**src/rtl/raster_pkg.sv**
```systemverilog
// Shared definitions for the raster timing generator.
// Assumes segments are visited in the fixed order listed in seg_e.
package raster_pkg;
    typedef enum logic [2:0] {
        SEG_REF   = 3'd0,
        SEG_SYNC  = 3'd1,
        SEG_BACK  = 3'd2,
        SEG_ACT   = 3'd3,
        SEG_FRONT = 3'd4
    } seg_e;
endpackage

```
**src/rtl/raster_pix_div.sv**
```systemverilog
// Pixel strobe divider with half-cycle resolution.
// The divider field is 7.1 fixed point; the strobe period is (field+2) half clocks.
// Every clock adds two half units to an accumulator. A strobe fires when the
// accumulator reaches the period, and the period is then subtracted from it.
// Assumes the field may change at any time; the accumulator settles on its own.
module raster_pix_div #(
    parameter int DIV_W = 8
) (
    input  logic             clk,
    input  logic             rst_n,
    input  logic [DIV_W-1:0] div_field,
    output logic             strobe
);
    localparam int ACC_W = DIV_W + 2;

    logic [ACC_W-1:0] acc;
    logic [ACC_W-1:0] period;
    logic [ACC_W-1:0] nxt;
    logic             hit;

    // Period in half units and the accumulator value for the next clock.
    always_comb begin
        period = ACC_W'(div_field) + ACC_W'(2);
        nxt    = acc + ACC_W'(2);
        hit    = (nxt >= period);
    end

    // Accumulator and registered strobe.
    always_ff @(posedge clk) begin
        if (!rst_n) begin
            acc    <= '0;
            strobe <= 1'b0;
        end else begin
            acc    <= hit ? (nxt - period) : nxt;
            strobe <= hit;
        end
    end
endmodule

```
**src/rtl/raster_axis.sv**
```systemverilog
// One axis of the raster: a position counter that moves through five segments.
// The counter advances on step and wraps after the last front-porch position.
// Assumes every segment length is at least 1.
module raster_axis
    import raster_pkg::*;
#(
    parameter int W = 16,
    localparam int SW = W + 3
) (
    input  logic          clk,
    input  logic          rst_n,
    input  logic          step,
    input  logic [W-1:0]  len_ref,
    input  logic [W-1:0]  len_sync,
    input  logic [W-1:0]  len_back,
    input  logic [W-1:0]  len_act,
    input  logic [W-1:0]  len_front,
    output logic [SW-1:0] pos,
    output seg_e          seg,
    output logic          wrap
);
    logic [SW-1:0] end_ref, end_sync, end_back, end_act, end_total;
    logic          at_last;

    // Segment boundaries as cumulative end positions.
    always_comb begin
        end_ref   = SW'(len_ref);
        end_sync  = end_ref  + SW'(len_sync);
        end_back  = end_sync + SW'(len_back);
        end_act   = end_back + SW'(len_act);
        end_total = end_act  + SW'(len_front);
    end

    // Segment decode from the current position.
    always_comb begin
        if (pos < end_ref)       seg = SEG_REF;
        else if (pos < end_sync) seg = SEG_SYNC;
        else if (pos < end_back) seg = SEG_BACK;
        else if (pos < end_act)  seg = SEG_ACT;
        else                     seg = SEG_FRONT;
    end

    // End-of-axis detection; >= also recovers when the total shrinks.
    always_comb begin
        at_last = (pos >= end_total - SW'(1));
        wrap    = step && at_last;
    end

    // Position counter.
    always_ff @(posedge clk) begin
        if (!rst_n)    pos <= '0;
        else if (step) pos <= at_last ? '0 : pos + SW'(1);
    end
endmodule

```
**src/rtl/raster_timing_gen.sv**
```systemverilog
// Raster timing generator top level.
// Splits the packed registers (horizontal in the low half, vertical in the high
// half), runs the pixel divider and one counter per axis, and decodes sync and DE.
// Assumes the configuration inputs are static or change only between checks.
module raster_timing_gen
    import raster_pkg::*;
#(
    parameter int AXIS_W = 16,
    parameter int DIV_W  = 8,
    localparam int REG_W = 2 * AXIS_W,
    localparam int POS_W = AXIS_W + 3
) (
    input  logic             clk,
    input  logic             rst_n,
    input  logic [REG_W-1:0] cfg_ref_sync,
    input  logic [REG_W-1:0] cfg_sync_width,
    input  logic [REG_W-1:0] cfg_back_porch,
    input  logic [REG_W-1:0] cfg_front_porch,
    input  logic [REG_W-1:0] cfg_active,
    input  logic [DIV_W-1:0] cfg_pix_div,
    output logic             pix_en,
    output logic             hsync,
    output logic             vsync,
    output logic             de,
    output logic [POS_W-1:0] h_pos,
    output logic [POS_W-1:0] v_pos
);
    localparam int N_AX = 2;

    seg_e             seg    [N_AX];
    logic [POS_W-1:0] pos    [N_AX];
    logic             wrap   [N_AX];
    logic             step   [N_AX];

    // Pixel strobe generation.
    raster_pix_div #(.DIV_W(DIV_W)) u_div (
        .clk       (clk),
        .rst_n     (rst_n),
        .div_field (cfg_pix_div),
        .strobe    (pix_en)
    );

    // Axis 0 steps on each strobe; axis 1 steps when axis 0 wraps.
    always_comb begin
        step[0] = pix_en;
        step[1] = wrap[0];
    end

    // One counter per axis, each taking its own half of the packed registers.
    for (genvar a = 0; a < N_AX; a++) begin : g_axis
        raster_axis #(.W(AXIS_W)) u_axis (
            .clk       (clk),
            .rst_n     (rst_n),
            .step      (step[a]),
            .len_ref   (cfg_ref_sync   [a*AXIS_W +: AXIS_W]),
            .len_sync  (cfg_sync_width [a*AXIS_W +: AXIS_W]),
            .len_back  (cfg_back_porch [a*AXIS_W +: AXIS_W]),
            .len_act   (cfg_active     [a*AXIS_W +: AXIS_W]),
            .len_front (cfg_front_porch[a*AXIS_W +: AXIS_W]),
            .pos       (pos[a]),
            .seg       (seg[a]),
            .wrap      (wrap[a])
        );
    end

    // Output decode.
    always_comb begin
        h_pos = pos[0];
        v_pos = pos[1];
        hsync = (seg[0] == SEG_SYNC);
        vsync = (seg[1] == SEG_SYNC);
        de    = (seg[0] == SEG_ACT) && (seg[1] == SEG_ACT);
    end
endmodule

```
**config.mk**
```make
export PLATFORM = sky130hd
export DESIGN_NAME = raster_timing_gen
export DESIGN_NICKNAME = d
export VERILOG_FILES = /design/src/rtl/raster_pkg.sv /design/src/rtl/raster_pix_div.sv /design/src/rtl/raster_axis.sv /design/src/rtl/raster_timing_gen.sv
export SDC_FILE = /design/constraint.sdc
export NUM_CORES = 1
export LEC_CHECK = 0
export ABC_CLOCK_PERIOD_IN_PS = 15200
export BUFFER_PORTS_ARGS = -buffer_cell sky130_fd_sc_hd__buf_2
export CORE_MARGIN = 2
export CORE_UTILIZATION = 35
export DETAILED_ROUTE_END_ITERATION = 10
export GPL_TIMING_DRIVEN = 1
export MAX_ROUTING_LAYER = met4
export SLEW_MARGIN = 20
export SYNTH_ARGS = -nofsm -noshare
export SYNTH_HDL_FRONTEND = slang
export SYNTH_SLANG_ARGS = --single-unit
```
**constraint.sdc**
```tcl
create_clock -name clk -period 15.2 [get_ports clk]
set_input_delay 1.52 -clock clk [delete_from_list [all_inputs] [get_ports clk]]
set_output_delay 1.52 -clock clk [all_outputs]
set_load 0.02 [all_outputs]
```
Yosys cells after proc, flatten, opt, wreduce, memory -nomap -nowiden
Cells that the tools add are included.
- muxes and demuxes: 11
- eq/ne operators: 4
- bitwise gates (word level): 0
- $lt $le $gt $ge: 11
- reduce and logical (&&, ||, !) cells: 2
- div/mod/pow operators: 0
- shifts and indexed selects: 0
- $add $sub $neg: 15
- multiply operators: 0
- operators by type and width (kind ; count):
    19-bit by 16-bit adder with 19-bit output ; 6
    19-bit < comparator ; 6
    19-bit by 1-bit adder with 19-bit output, second input constant ; 2
    19-bit >= comparator ; 2
    19-bit by 16-bit < comparator with 1-bit output ; 2
    19-bit 2-to-1 mux ; 2
    19-bit by 1-bit subtractor with 19-bit output, second input constant ; 2
    16-bit by 16-bit adder with 17-bit output ; 2
    3-bit 2-to-1 mux ; 8
    10-bit by 2-bit adder with 10-bit output, second input constant ; 1
    10-bit >= comparator ; 1
    10-bit 2-to-1 mux ; 1
    10-bit subtractor ; 1
    8-bit by 2-bit adder with 9-bit output, second input constant ; 1
    3-bit by 1-bit equality test with 1-bit output, second input constant ; 2
    3-bit by 2-bit equality test with 1-bit output, second input constant ; 2
    1-bit logical AND ; 2
- bits in read-only memories: 0
- RAM bits: 0
- bits in registers: 49
- bits in latches: 0
- input bits: 170
- memories: 0

Depth between registers and ports, before layout
Gate-level depths: netlist of run 1.
- word-level depth: 10
- gate-level depth with buffers: 43
- mapped depth without buffers: 40

By module
A second synthesis of run 1 with hierarchy kept.
- cell total of the unflattened synthesis: 1724
- area total of the unflattened synthesis: 13554.2 µm²
- modules (own cells, without submodules) (module ; times used ; area each (µm²) ; cells each):
    raster_axis (g_axis[0].u_axis) ; 1 ; 6206.0 ; 788
    raster_axis (g_axis[1].u_axis) ; 1 ; 6184.7 ; 800
    raster_pix_div ; 1 ; 1129.8 ; 130
    raster_timing_gen ; 1 ; 33.8 ; 6

Worst setup path after synthesis of run 1
Ideal clock, no wire load.
- path kind: input port to output port
- start: input cfg_ref_sync[1]
- end: output de
- arrival: 6890 ps
- path buffers: 1
- data required time: 13680 ps
- cell stages on the path: 33
- setup slack: 6790 ps
- cell sequence: ha_1 -> a21o_1 -> a21oi_1 -> nor2b_1 -> o21a_1 -> nor3_1 -> nor2_1 -> a21oi_1 -> xnor2_1 -> ha_1 -> buf_2 -> nand4_1 -> o21ai_0 -> a21oi_1 -> and3_4 -> or2_2 -> xnor2_1 -> ha_1 -> and3_1 -> nand3_1 -> o211ai_1 -> a31o_1 -> nand3_1 -> nand2_1 -> a21oi_1 -> nor2_1 -> xor2_1 -> ha_1 -> a21o_1 -> a221oi_1 -> nand4_1 -> nor4_1 -> o211a_1
- word-level cells in the longest chain between the ends: 10
- ends and longest elaborated chain (what ; RTL line ; text):
    start: declaration ; raster_timing_gen.sv:15 ; input logic [REG_W-1:0] cfg_ref_sync,
    16-bit by 16-bit adder with 17-bit output ; raster_axis.sv:28 ; end_sync = end_ref + SW'(len_sync);
    19-bit by 16-bit adder with 19-bit output ; raster_axis.sv:29 ; end_back = end_sync + SW'(len_back);
    19-bit by 16-bit adder with 19-bit output ; raster_axis.sv:30 ; end_act = end_back + SW'(len_act);
    19-bit < comparator ; raster_axis.sv:39 ; else if (pos < end_act) seg = SEG_ACT;
    3-bit 2-to-1 mux ; raster_axis.sv:39 ;
    3-bit 2-to-1 mux ; raster_axis.sv:38 ; else if (pos < end_back) seg = SEG_BACK;
    3-bit 2-to-1 mux ; raster_axis.sv:37 ; else if (pos < end_sync) seg = SEG_SYNC;
    3-bit 2-to-1 mux * ; raster_axis.sv:36 ; if (pos < end_ref) seg = SEG_REF;
    3-bit by 2-bit equality test with 1-bit output * ; raster_timing_gen.sv:72 ; de = (seg[0] == SEG_ACT) && (seg[1] == SEG_ACT);
    1-bit logical AND * ; raster_timing_gen.sv:72 ;
    end: declaration ; raster_timing_gen.sv:24 ; output logic de,
Mark *: on every way between the ends. The rest lies on a longest branch, timed or not.

Worst setup path after layout of run 1
- start: input cfg_ref_sync[17]
- end: output de
Same word-level chain as after synthesis.

==> results.tsv, run 1 <==
stage	metric	value	unit
worst_setup_path	Startpoint Class	primary input	
final_layout	share of post-route cells with drive strength above 1	13.5	%
power_and_ir_drop	LEAKAGE	8.01	nW
yosys	Area contributors post-synth	ha_1, dfxtp_1, inv_1	
job	maxcap violations	0	
timing	Max Slew Vio Count	0	
yosys	cell taking the most area after synthesis	ha_1	
timing	Worst Skew	5.55	ps
worst_setup_path	Critical Path AT	8070	ps
worst_setup_path	CP top delay family	compound AO/OA/AOI/OAI gates	
clock_tree	CTS tree	built	
yosys	syn_area_per_cell	7.70	sq um
clock_tree	Num Clock Sinks	49	
clock_tree	number of hold buffers added after cts	0	
detailed_routing	DR vias/cell	5.21	
floorplan	Chip Height	198	um
power_and_ir_drop	Clk pwr share	3.8	%
yosys	Seq/Total Area, Yosys	7.48	%
detailed_routing	Initial DRC Count	465	
yosys	ys flop type	dfxtp_1	
detailed_routing	Routed WL	36600	um
detailed_routing	wire per inst	15.3	um
timing	worst-margin pin slew	829	ps
clock_tree	Root Buffer	clkbuf_16	
floorplan	I/O pins	212	
clock_tree	Clk pin slew, worst setup/hold paths	70	ps
status	outcome	complete, no violations	
yosys	Ys Warns	0	
worst_setup_path	reg2reg setup slack	11600	ps
worst_setup_path	Setup Crit Path Kind	in -> out	
clock_tree	number of gates resized after cts	0	
final_layout	most common library cell in the layout ignoring fill and taps	ha_1	
final_layout	Layout Nets	2425	
floorplan	core area	0.0368	sq mm
yosys	Post-synth EDFFs	0	
worst_setup_path	crit path max fanout	5	
final_layout	most frequent cells in the layout	ha_1, inv_1, buf_2	
final_layout	FF/Latch Area	981	sq um
timing	Max Clk Rate	0.104	GHz
worst_setup_path	Setup crit end kind	output port	
yosys	Distinct cells, synth	78	
floorplan	Initial Util	35.7	%
place	post-place instance area	0.0147	sq mm
clock_tree	H-tree depth	2	
power_and_ir_drop	Reg power frac	5.5	%
global_route	total global-route track usage	19.0	%
clock_tree	clk_lat worst skew	290	ps
timing	Max-slew headroom	43.3	%
timing	Fin. Hold Viols	0	
yosys	#FFs+latches synth	49	
clock_tree	clk buf depth	2	
place	GPL Wtd Cong	0.888	
final_layout	area of the multi-input gates	0.0112	sq mm
clock_tree	TritonCTS Buffers	5	
yosys	synthesized instance count	1703	
global_route	initial antenna violation count	5	
yosys	Synth async-reset ratio	0	%
power_and_ir_drop	Max IR drop VDD	0.000133	V
place	DP HPWL	32000	um
power_and_ir_drop	Psw	0.00154	W
global_route	first-pass GRT wire length	58800	um
power_and_ir_drop	Int Pwr	0.00139	W
place	Port-buffer cells	211	
worst_setup_path	Max stage delay on crit path	390	ps
timing	setup total negative slack	0	ps
yosys	Mapped Area	0.0131	sq mm
min_path	Hold WC Path Type	reg -> reg	
final_layout	Synth-to-Final Area Change	13.4	%
power_and_ir_drop	Comb pwr share	90.7	%
timing	post-layout min period	9590	ps
floorplan	FP Rows	70	
power_and_ir_drop	Tot Pwr	0.00294	W
timing	crit share post-route	63.1	%
worst_setup_path	critical path required time	13680	ps
floorplan	DIE WIDTH	198	um
timing	RSZ-0062 raised after global routing	false	
yosys	top cell type's share of synthesized area	31.9	%
final_layout	Filler cells	3814	
detailed_routing	antenna viol nets, final	0	
worst_setup_path	crit path buf inv count	3	
global_route	pin count of the biggest net entering global routing	21	
detailed_routing	Pre-antenna DRT Iters	8	
worst_setup_path	Slowest cell on crit path	ha_1	
final_layout	Design Area, Final	0.0149	sq mm
yosys	Post-Syn Nets	2217	
detailed_routing	DR vias	12418	
power_and_ir_drop	PD cells	197	mW/mm^2
global_route	vias in the first global route	12127	
global_route	GRT overflow	0	
floorplan	die area	0.0390	sq mm
detailed_routing	# DRC	0	
timing	Setup Viol. Count Final	0	
clock_tree	Setup Buffers After CTS	0	
power_and_ir_drop	switching share of power	52.5	%
flip-flops by register name, indices dropped and copies added (netlist names):
signal,cells
u_div.acc,10
g_axis.u_axis.pos,38
u_div.strobe,1
area by class of cell:
type | count | area share (%)
Multi-Input combinational cell | 1406 | 75.3
Timing Repair Buffer | 213 | 7.20
Sequential cell | 49 | 6.59
Inverter | 236 | 5.95
Tap cell | 468 | 3.93
Clock buffer | 6 | 0.866
Clock inverter | 2 | 0.0925
Antenna cell | 5 | 0.0841
stage by stage:
step / utilization (%) / hold WS [ps] / std cells / worst slack [ps]
2_1_floorplan: - / 441 / 1703 / 6790
3_3_place_gp: 40.0 / 464 / 2372 / 5390
3_5_place_dp: 40.0 / 476 / 2372 / 5160
4_1_cts: 40.4 / 487 / 2380 / 5450
5_1_grt: 40.5 / 517 / 2385 / 4950
6_report: 40.5 / 479 / 2385 / 5610
layer usage:
layer	vias up	GRT usage (%)	wire (um)
li1	6456	-	-
met1	5693	24.6	17700
met2	217	31.6	16700
met3	52	2.01	1360
met4	0	4.54	777
met5	-	-	0
power by group through the flow:
stage / Clock [W] / Combinational [W] / Sequential [W]
after global placement: 0 / 0.00259 / 0.000164
after global routing: 0.000121 / 0.00307 / 0.000165
after detailed placement: 0 / 0.00265 / 0.000165
after CTS: 0.000114 / 0.00267 / 0.000162
final: 0.000111 / 0.00267 / 0.000162
after floorplan: 0 / 0.00214 / 0.000162
worst reg2reg max path: stages (launching register included):
cell and delay [ps]:
dfxtp_1 540, inv_1 140, ha_1 290, nand2b_1 100, a21o_1 130, a21o_1 120, a21oi_1 60, o21ai_0 390
a211oi_1 190, nor2_2 630, nor2_1 150, nor2_2 610, nor2_1 120
Yosys cell counts, types with 8 or more instances:
master,count
ha_1,335
inv_1,236
nor2_1,133
a21oi_1,114
xnor2_1,95
o21ai_0,81
xor2_1,80
nand2_1,73
a21o_1,58
dfxtp_1,49
o21a_1,43
nand3_1,38
nor2b_1,31
nand2b_1,30
nor3_1,29
nand4_1,26
and3_1,21
o21bai_1,19
a211oi_1,15
or3_1,12
o211ai_1,11
or2_2,11
and4_1,10
o31a_1,10
a31oi_1,9
and2_1,9
fa_1,9
o31ai_1,9
clkbuf_1,8
o21ai_1,8
path summary, 6_finish.rpt:
kind | from | cells past startpoint | to
max reg2reg | g_axis[0].u_axis.pos[0] | 12 | g_axis[1].u_axis.pos[13]
min | u_div.acc[0] | 2 | u_div.acc[0]
min reg2reg | u_div.acc[0] | 2 | u_div.acc[0]
max | cfg_ref_sync[17] | 32 | de
kinds of logic after synthesis:
kind of cell / count (synthesis) / synth area share (%)
and+or+nand+nor: 436 / 16.6
xor gates and xnor gates: 176 / 11.8
AOI/OAI and AO/OA: 446 / 23.3
buffers and inverters: 248 / 7.13
muxes: 2 / 0.162
adders and majority gates: 346 / 33.5
DFF: 49 / 7.48
Power figures use the tool's default switching activity.
==> inputs of run 2 (changes only) <==
--- a/config.mk
+++ b/config.mk
@@ -5,7 +5,7 @@
 export SDC_FILE = /design/constraint.sdc
 export NUM_CORES = 1
 export LEC_CHECK = 0
-export ABC_CLOCK_PERIOD_IN_PS = 15200
+export ABC_CLOCK_PERIOD_IN_PS = 8000
 export BUFFER_PORTS_ARGS = -buffer_cell sky130_fd_sc_hd__buf_2
 export CORE_MARGIN = 2
 export CORE_UTILIZATION = 35
==> constraint.sdc (replaced) <==
create_clock -name clk -period 8 [get_ports clk]
set_input_delay 0.8 -clock clk [delete_from_list [all_inputs] [get_ports clk]]
set_output_delay 0.8 -clock clk [all_outputs]
set_load 0.02 [all_outputs]
==> results.tsv, run 2 (synthesis gave the netlist of run 1 again) <==
stage	metric	value	unit	change
worst_setup_path	Startpoint Class	primary input		
place	Place WS	-900	ps	-6060 ps
timing	Setup Viol. Count Final	0		unchanged
final_layout	Design Area, Final	0.0171	sq mm	+15%
timing	fin worst setup slack	285	ps	-5320 ps
final_layout	share of post-route cells with drive strength above 1	27.4	%	+14 points
timing	worst-margin pin slew	684	ps	-145 ps
global_route	pin count of the biggest net entering global routing	20		-4.8%
timing	Max Slew Vio Count	0		unchanged
final_layout	Synth-to-Final Area Change	30.6	%	
detailed_routing	DR vias	13161		+6.0%
timing	Fin. Hold Viols	0		unchanged
timing	setup total negative slack	0	ps	unchanged
job	maxcap violations	0		unchanged
place	DP HPWL	32900	um	+2.7%
worst_setup_path	reg2reg setup slack	4980	ps	-6620 ps
final_layout	Util after Layout	46.6	%	+6.1 points
place	placed cells	2497		+5.3%
floorplan	Chip Height	198	um	unchanged
detailed_routing	wire per inst	15.4	um	+0.49%
worst_setup_path	Max stage delay on crit path	350	ps	-40 ps
detailed_routing	# DRC	0		unchanged
floorplan	FP Rows	70		unchanged
final_layout	top flop regs	g_axis.u_axis.pos: 38 flops, u_div.acc: 10 flops, u_div.strobe: 1 flops		
global_route	GRT overflow	0		unchanged
worst_setup_path	Setup crit end kind	register		
clock_tree	Num Clock Sinks	49		unchanged
place	Port-buffer cells	211		unchanged
worst_setup_path	most frequent cell on the critical path	ha_1		
floorplan	core area	0.0368	sq mm	unchanged
detailed_routing	Pre-antenna DRT Iters	5		-3
timing	Max-slew headroom	54.0	%	+11 points
worst_setup_path	Setup Crit Path Kind	in -> reg		
place	post-place instance area	0.0157	sq mm	+6.5%
timing	Worst Skew	9.82	ps	+4.27 ps
floorplan	die area	0.0390	sq mm	unchanged
final_layout	most frequent cells in the layout	ha_1, inv_1, buf_2		
min_path	Hold WC Path Type	reg -> reg		
detailed_routing	antenna viol nets, final	0		unchanged
global_route	total global-route track usage	19.5	%	+0.57 points
final_layout	Layout Nets	2591		+6.8%
clock_tree	TritonCTS Buffers	5		unchanged
clock_tree	number of hold buffers added after cts	0		unchanged
power_and_ir_drop	LEAKAGE	9.00	nW	+12%
timing	Max Clk Rate	0.130	GHz	
power_and_ir_drop	PD cells	420	mW/mm^2	+110%
timing	post-layout min period	7710	ps	
clock_tree	Clk pin slew, worst setup/hold paths	70	ps	about the same
worst_setup_path	Critical Path AT	7900	ps	-170 ps
floorplan	I/O pins	212		unchanged
detailed_routing	Initial DRC Count	558		+20%
detailed_routing	DR vias/cell	5.16		-0.99%
timing	crit share post-route	96.4	%	
global_route	first-pass GRT wire length	60500	um	+2.9%
worst_setup_path	crit path max fanout	5		unchanged
detailed_routing	Routed WL	39400	um	+7.6%
clock_tree	CTS tree	built		
final_layout	Reg with most FFs	g_axis.u_axis.pos		
worst_setup_path	critical path required time	8190	ps	-5490 ps
final_layout	max FFs per register	38		unchanged
clock_tree	clk buf depth	2		unchanged
clock_tree	H-tree depth	2		unchanged
final_layout	most common library cell in the layout ignoring fill and taps	ha_1		
floorplan	Initial Util	35.7	%	unchanged
clock_tree	Root Buffer	clkbuf_16		
place	GPL Wtd Cong	0.874		-1.6%
global_route	initial antenna violation count	7		+2
worst_setup_path	Slowest cell on crit path	ha_1		
status	outcome	complete, no violations		
final_layout	Final Instance Count excl. Fillers	2553		+7.0%
global_route	vias in the first global route	12664		+4.4%
floorplan	DIE WIDTH	198	um	unchanged
power_and_ir_drop	Max IR drop VDD	0.000289	V	+120%
clock_tree	clk_lat worst skew	290	ps	about the same
==> run 2: changes by cell type in the layout (fill, tap and decap cells not counted), sizes merged <==
cell,change
diode,+3
clkinvlp,+1
clkinv,-1
buf,+164
clkbuf,+2
inv,-1
==> run 2: worst paths after layout <==
kind                                              start                       end  cells after the start
worst max-delay path                    cfg_ref_sync[1]  g_axis[1].u_axis.pos[18]                     42
worst min-delay path                       u_div.acc[0]              u_div.acc[0]                      2
worst max register to register  g_axis[1].u_axis.pos[1]  g_axis[1].u_axis.pos[10]                     13
worst min register to register             u_div.acc[0]              u_div.acc[0]                      2
==> run 2: critical path, delay by kind of cell <==
kind / cells / cell delay, ps
AOI/OAI and AO/OA: 15 / 2490
and+or+nand+nor: 12 / 1710
adders and majority gates: 5 / 1450
xor gates and xnor gates: 5 / 740
buffers and inverters: 5 / 700
==> run 2: cell type report <==
cell class	instances	area [sq um]
multi-input cells	1406	12100
flip-flops and latches	49	981
diodes	8	20.0
clock inverters	1	7.51
fillers	3701	19600
repair buffers	379	2400
clock buffers	6	139
well taps	468	586
inverters	236	886
==> run 2: power breakdown <==
group	leakage, nW	switching [W]	internal (W)
combinational	8.53	0.00334	0.00334
sequential	0.397	0.0000351	0.000272
clock	0.0690	0.0000885	0.000123
total	9.00	0.00346	0.00373
==> run 2: through the flow <==
stage               total power, W  hold slack, ps
floorplan                  0.00437             441
global placement           0.00592             460
detailed placement         0.00604             463
CTS                        0.00632             474
global route               0.00802             507
finish                     0.00719             471
==> run 2: timing repair <==
item | 4_1_cts | 5_1_grt
setup endpoints to repair | 39 | 39
pin swaps | 0 | 105
buffers inserted | 0 | 36
resized for setup | 9 | 182
cloned | 0 | 5
==> run 2: layer usage <==
layer  part of all wire (%)  GRT usage, %
met1                     47          25.6
met2                     47          32.2
met3                    3.6          1.66
met4                    2.4          5.35
met5                      0             -
==> inputs of run 3 (changes only) <==
--- a/config.mk
+++ b/config.mk
@@ -9,6 +9,7 @@
 export BUFFER_PORTS_ARGS = -buffer_cell sky130_fd_sc_hd__buf_2
 export CORE_MARGIN = 2
 export CORE_UTILIZATION = 35
+export CTS_BUF_LIST = sky130_fd_sc_hd__clkbuf_16
 export DETAILED_ROUTE_END_ITERATION = 10
 export GPL_TIMING_DRIVEN = 1
 export MAX_ROUTING_LAYER = met4
==> results.tsv, run 3 (synthesis gave the netlist of run 1 again) <==
stage	metric	value	unit	change
detailed_routing	Initial DRC Count	545		-2.3%
timing	worst-margin pin slew	713	ps	+29.6 ps
clock_tree	TritonCTS Buffers	5		unchanged
detailed_routing	Pre-antenna DRT Iters	5		unchanged
power_and_ir_drop	Max IR drop VDD	0.000289	V	unchanged
worst_setup_path	Setup crit end kind	register		
timing	Max-slew headroom	52.4	%	-1.6 points
floorplan	I/O pins	212		unchanged
final_layout	top flop regs	g_axis.u_axis.pos: 38 flops, u_div.acc: 10 flops, u_div.strobe: 1 flops		
place	DP HPWL	32900	um	unchanged
worst_setup_path	crit path max fanout	5		unchanged
clock_tree	clk_lat worst skew	290	ps	about the same
worst_setup_path	reg2reg end	g_axis[1].u_axis.pos[10]		
worst_setup_path	most frequent cell on the critical path	ha_1		
final_layout	Reg with most FFs	g_axis.u_axis.pos		
detailed_routing	# DRC	0		unchanged
clock_tree	Root Buffer	clkbuf_16		
min_path	Hold Crit Depth	2		unchanged
detailed_routing	Routed WL	39400	um	about the same
detailed_routing	DR vias	13138		-0.17%
worst_setup_path	Critical Path AT	7910	ps	about the same
final_layout	Synth-to-Final Area Change	30.5	%	about the same
clock_tree	Num Clock Sinks	49		unchanged
place	Port-buffer cells	211		unchanged
worst_setup_path	r2r worst-path depth	13		unchanged
min_path	hold wc startpoint	u_div.acc[0]		
worst_setup_path	reg2reg setup slack	4980	ps	about the same
clock_tree	Clk pin slew, worst setup/hold paths	70	ps	about the same
timing	crit share post-route	96.5	%	about the same
final_layout	max FFs per register	38		unchanged
final_layout	Layout Nets	2591		unchanged
timing	Setup Viol. Count Final	0		unchanged
final_layout	most frequent cells in the layout	ha_1, inv_1, buf_2		
global_route	GRT overflow	0		unchanged
global_route	vias in the first global route	12661		-0.024%
detailed_routing	DR vias/cell	5.15		-0.17%
clock_tree	clk buf depth	2		unchanged
floorplan	Initial Util	35.7	%	unchanged
detailed_routing	wire per inst	15.4	um	about the same
clock_tree	H-tree depth	2		unchanged
timing	Worst Skew	7.62	ps	-2.20 ps
final_layout	share of post-route cells with drive strength above 1	27.3	%	-0.048 points
timing	Fin. Hold Viols	0		unchanged
floorplan	core area	0.0368	sq mm	unchanged
timing	setup total negative slack	0	ps	unchanged
floorplan	Chip Height	198	um	unchanged
timing	post-layout min period	7720	ps	+2.51 ps
power_and_ir_drop	LEAKAGE	8.99	nW	about the same
worst_setup_path	Setup Crit Path Kind	in -> reg		
place	post-place instance area	0.0157	sq mm	unchanged
min_path	Worst Hold End	u_div.acc[0]		
worst_setup_path	start point of the critical path	cfg_ref_sync[1]		
worst_setup_path	Startpoint Class	primary input		
min_path	Hold WC Path Type	reg -> reg		
power_and_ir_drop	PD cells	419	mW/mm^2	about the same
worst_setup_path	Max stage delay on crit path	350	ps	about the same
timing	Max Slew Vio Count	0		unchanged
final_layout	most common library cell in the layout ignoring fill and taps	ha_1		
detailed_routing	antenna viol nets, final	0		unchanged
status	outcome	complete, no violations		
worst_setup_path	Reg-to-Reg Start	g_axis[1].u_axis.pos[1]		
worst_setup_path	Slowest cell on crit path	ha_1		
final_layout	Design Area, Final	0.0171	sq mm	about the same
place	GPL Wtd Cong	0.874		unchanged
job	maxcap violations	0		unchanged
global_route	pin count of the biggest net entering global routing	20		unchanged
floorplan	die area	0.0390	sq mm	unchanged
worst_setup_path	critical path required time	8190	ps	about the same
global_route	initial antenna violation count	7		unchanged
floorplan	DIE WIDTH	198	um	unchanged
global_route	first-pass GRT wire length	60500	um	about the same
floorplan	FP Rows	70		unchanged
timing	Max Clk Rate	0.130	GHz	about the same
global_route	total global-route track usage	19.6	%	about the same
clock_tree	CTS tree	built		
[run 3: cell count changes in the layout (fill, tap and decap cells not counted), sizes merged]
cell,delta
clkinv,+1
clkbuf,-1
[run 3: how the worst max path moves through the flow]
stage,to,slack [ps],cells after the start
after floorplan,g_axis[1].u_axis.pos[7],320,40
after global placement,g_axis[1].u_axis.pos[16],-810,42
after detailed placement,g_axis[1].u_axis.pos[14],-900,42
after CTS,g_axis[1].u_axis.pos[14],10,43
after global routing,g_axis[1].u_axis.pos[11],-110,45
final,g_axis[1].u_axis.pos[18],280,42
[run 3: worst max-delay path, delay by kind of cell]
family          cells  cell delay [ps]
compound gates     15             2490
simple gates       12             1710
fa+ha+maj           5             1450
xor+xnor            5              740
buf+inv             5              700
[run 3: timing repair]
action                                  CTS  global route
gates resized for setup                   9           182
hold endpoints to repair                  0             0
endpoints found under the setup margin   39            39
gates cloned                              0             5
hold buffers                              0             0
pin swaps                                 0           105
buffers inserted                          0            36
[run 3: metrics by stage]
step           std cells  utilization, %  total power (W)  setup slack (ps)  hold WS, ps
2_1_floorplan       1703               -          0.00437               317          441
3_3_place_gp        2497            42.7          0.00592              -813          460
3_5_place_dp        2497            42.7          0.00604              -900          463
4_1_cts             2504            43.1          0.00631              9.51          474
5_1_grt             2552            46.6          0.00801              -112          507
6_report            2553            46.6          0.00718               283          471
[run 3: cell type report]
type	instances	area, sq um
well taps	468	586
inverters	236	886
fillers	3703	19700
diodes	8	20.0
repair buffers	379	2400
clock buffers	5	125
multi-input cells	1406	12100
clock inverters	2	11.3
flip-flops and latches	49	981
[run 3: per-layer routing]
| layer | up-vias | global-route usage [%] | wire length [um] |
|---|---|---|---|
| li1 | 6788 | - | - |
| met3 | 47 | 1.66 | 1240 |
| met4 | 0 | 5.35 | 935 |
| met2 | 227 | 32.2 | 18400 |
| met5 | - | - | 0 |
| met1 | 6076 | 25.7 | 18800 |
[run 3: power by group]
part	internal, W	switching (W)
Sequential	0.000272	0.0000352
Clock	0.000113	0.0000888
Combinational	0.00334	0.00334
Total	0.00372	0.00346
